[src/rtl/scl_pkg.sv]
package scl_pkg;

    parameter int CHAN_W = 5;
    parameter int GAIN_W = 4;

    typedef struct packed {
        logic [CHAN_W-1:0] chan;
        logic [GAIN_W-1:0] gain;
        logic              diff;
    } scl_entry_t;

    typedef enum logic [1:0] {
        SCL_NONE       = 2'd0,
        SCL_ODD_DIFF   = 2'd1,
        SCL_GAP        = 2'd2,
        SCL_BAD_REPEAT = 2'd3
    } scl_err_e;

    // Channel that must follow an entry in the ring of num channels.
    function automatic logic [CHAN_W-1:0] scl_advance(
        input logic [CHAN_W-1:0] chan,
        input logic              diff,
        input logic [CHAN_W:0]   num
    );
        logic [CHAN_W+1:0] sum;
        sum = {2'b00, chan} + (CHAN_W+2)'(1) + (CHAN_W+2)'(diff);
        if (sum >= {1'b0, num})
            sum = sum - {1'b0, num};
        return sum[CHAN_W-1:0];
    endfunction

endpackage

[src/rtl/scl_entry_buf.sv]
module scl_entry_buf
    import scl_pkg::*;
#(
    parameter int DEPTH = 32,
    localparam int IDX_W = $clog2(DEPTH)
) (
    input  logic             clk,
    input  logic             wr_en,
    input  logic [IDX_W-1:0] wr_idx,
    input  scl_entry_t       wr_data,
    input  logic [IDX_W-1:0] rd_idx,
    output scl_entry_t       rd_data,
    output scl_entry_t       head
);

    scl_entry_t slot_w [DEPTH];

    for (genvar g = 0; g < DEPTH; g++) begin : g_slot
        scl_entry_t q;
        always_ff @(posedge clk) begin
            if (wr_en && (wr_idx == IDX_W'(g)))
                q <= wr_data;
        end
        assign slot_w[g] = q;
    end

    always_comb begin
        rd_data = slot_w[0];
        for (int k = 0; k < DEPTH; k++)
            if (rd_idx == IDX_W'(k))
                rd_data = slot_w[k];
    end

    assign head = slot_w[0];

endmodule

[config.mk]
export PLATFORM = sky130hd
export DESIGN_NAME = scl_entry_buf
export DESIGN_NICKNAME = d
export VERILOG_FILES = /design/src/rtl/scl_pkg.sv /design/src/rtl/scl_entry_buf.sv
export SDC_FILE = /design/constraint.sdc
export NUM_CORES = 1
export LEC_CHECK = 0
export ABC_AREA = 1
export CAP_MARGIN = 20
export CORE_UTILIZATION = 65
export CTS_CLUSTER_SIZE = 30
export DETAILED_ROUTE_END_ITERATION = 8
export HOLD_SLACK_MARGIN = 0.03
export PLACE_DENSITY = 0.84
export SLEW_MARGIN = 25
export SYNTH_ARGS = -nofsm -noshare
export SYNTH_HDL_FRONTEND = slang
export SYNTH_SLANG_ARGS = --single-unit
[constraint.sdc]
create_clock -name clk -period 8.3 [get_ports clk]
set_input_delay 0.83 -clock clk [delete_from_list [all_inputs] [get_ports clk]]
set_output_delay 0.83 -clock clk [all_outputs]
set_load 0.005 [all_outputs]
==> metrics.md <==
| Metric | Value |
|---|---|
| Die W | `150 um` |
| Post-Syn Area | `14,300 um^2` |
| Unrepaired setup endpoints after global routing | `no` |
| 1st-iter DRT viols | `994` |
| PortBufs | `41` |
| Hold Slack | `850 ps` |
| Startpoint types | `input port` |
| Share of cells above drive strength 1 | `6.79%` |
| Seq cells post-synth | `320` |
| Hold-fix buffers, CTS | `0` |
| Max VDD drop | `0.000233 V` |
| Vias | `10,030` |
| Fin util | `74.3%` |
| Avg Inst Size Synth | `9.82 um^2` |
| Max Cap Viol | `0` |
| Fmax | `149 MHz` |
| Slew Limit Fails | `0` |
| Simple-gate share of the synthesized area | `21.8%` |
| Max_slew headroom | `29.7%` |
| Die ar. | `22,500 um^2` |
| EDFF count, synth | `320` |
| Non-filler cells, final | `1,792` |
| IO Pins | `42` |
| Compound-gate portion of the synthesized area | `4.32%` |
| Worst Path Max Fanout | `23` |
| Root buf cell | `clkbuf_16` |
| Vias per inst | `5.60` |
| Commonest cells post-synth | `nand2_1 (523), edfxtp_1 (320), inv_1 (183)` |
| Largest cells by area after synthesis | `edfxtp_1 (67%), nand2_1 (14%), inv_1 (4.8%), nor2_1 (4.7%), o21ai_0 (2.3%)` |
| WP data required | `7470 ps` |
| Leakage | `0.00642 uW` |
| Slowest CP cell | `clkdlybuf4s50_1` |
| Arrival @ worst endpoint | `5890 ps` |
| Tcrit/Tclk final | `81.0%` |
| Routed Antenna Nets | `0` |
| Per-cell routed wire length | `18.2 um` |
| Run status | `completed` |
| CTS Buffer Depth | `3` |
| Asr flop ratio synth | `0%` |
| Die H | `150 um` |
| Tot GR Track Use | `30.4%` |
| Setup-failing EPs final | `0` |
| Final min period | `6720 ps` |
| Total Nets Final | `1,519` |
| Sinks on the clock net | `320` |
| Largest net degree at the start of global routing | `33` |
| Antenna violations before repair | `0` |
| Synth Warn # | `0` |
| Register area share after synthesis | `67.4%` |
| Synth cell types | `26` |
| Top_reg_cell synth | `edfxtp_1` |
| Post-detail-place hpwl | `21.0 mm` |
| Gp weighted congestion | `0.992` |
| Largest family of logic cells by synthesized area | `simple AND/OR/NAND/NOR gates` |
| CP peak stage delay | `790 ps` |
| Most frequent cell after synthesis | `nand2_1` |
| Detailed Route WL | `32.6 mm` |
| PD cells | `212 nW/um^2` |
| Clock buffer count from CTS | `30` |
| CTS tree | `built` |
| Row cnt | `53` |
| First-pass GRT wire length | `51.7 mm` |
| Initial Utilization | `67.0%` |
| Total placed instance area | `14,900 um^2` |
| Setup Fix Bufs, Post-CTS | `0` |
| Total grt overflow | `0` |
| Resized cells post-CTS | `0` |
| H-tree depth | `1` |
| Core ar. | `21,300 um^2` |
| Vias in the first global route | `10,110` |
| Yosys top cell area share | `67.4%` |
| Mux cell area share after synthesis | `0%` |
| Dpl cells | `1,740` |
| Cell mode on critical path | `nand2_1` |
| Cell area after layout | `15,800 um^2` |
| Diode count | `0` |
| Clock Pin Slew Worst Setup and Hold Paths | `60 ps` |
| Setup Crit Path Kind | `in2out` |
| Post-Synth Adder-Cell Area | `0%` |
| Worst Hold Class | `in2reg` |
| XOR/XNOR Fraction of Synth Area | `0%` |
| Final Hold Vio Count | `0` |
| Net Count, Synth | `1,473` |
| P&R area growth vs syn | `11.0%` |
| Pre-antenna DRT Iters | `6` |
| Leading area contributor after synthesis | `edfxtp_1` |
| Post-synthesis cell count | `1,451` |
| Slew @ Worst Pin | `1050 ps` |
| Crit end category | `primary output` |
| DR DRC count | `0` |
| Setup TNS | `0 ps` |
## cell type report
cell class                 instances  area, um^2
sequential                       320        9610
fill                            1355        5470
multi-input combinational        900        3740
clock buffer                      37         798
inverter                         192         721
timing repair buffer              53         495
tap                              275         344
clock inverter                    15         114
## final timing paths
path                    from               to  slack, ps  depth (start not counted)
setup / recovery   rd_idx[4]       rd_data[3]       1580                         41
hold / removal    wr_data[1]  g_slot[28].q[1]        850                          1
## registers in the layout (all words and copies together), names as in the netlist
| signal | cells |
|---|---|
| g_slot.q | 310 |
| head | 10 |
## where the power goes
group | switching, uW | internal [uW]
registers | 4.52 | 1800
clock network | 563 | 735
logic | 174 | 82.1
## cell families (layout without fill, tap and decap cells)
| group | Yosys count | count (layout) |
|---|---|---|
| compound gates | 121 | 121 |
| flops | 320 | 320 |
| buf+inv | 231 | 297 |
| simple gates | 779 | 779 |
## layer usage
metal | global-route usage, % | wire (um) | vias to the layer above
li1 | - | - | 4745
met1 | 39.9 | 12600 | 4659
met2 | 51.5 | 16000 | 524
met3 | 4.33 | 2930 | 102
met4 | 12.3 | 1130 | 0
met5 | 0 | 0 | -
## worst max-delay path: cells and delay by family
| family | cells | cell delay (ps) |
|---|---|---|
| simple gates | 37 | 2870 |
| buf+inv | 4 | 2190 |
## per-stage QoR
step                      worst slack (ps)  total power (uW)
after floorplan                       4360              1970
after global placement                2000              2080
after detailed placement              1770              2090
after CTS                             1650              3350
after global routing                  1080              3450
final                                 1580              3360
## layout by cell type (no fill, tap or decap), types with 25 or more instances in the layout
cell             synthesis  layout
a21oi_1                 50      50
clkbuf_16                0      31
nand3_1                 25      25
inv_1                  183     183
or2_2                   33      33
nand2_1                523     523
edfxtp_1               320     320
clkdlybuf4s50_1          0      40
nor2_1                 177     173
o21ai_0                 65      65
Note: power is estimated with default switching activity, not from simulation.
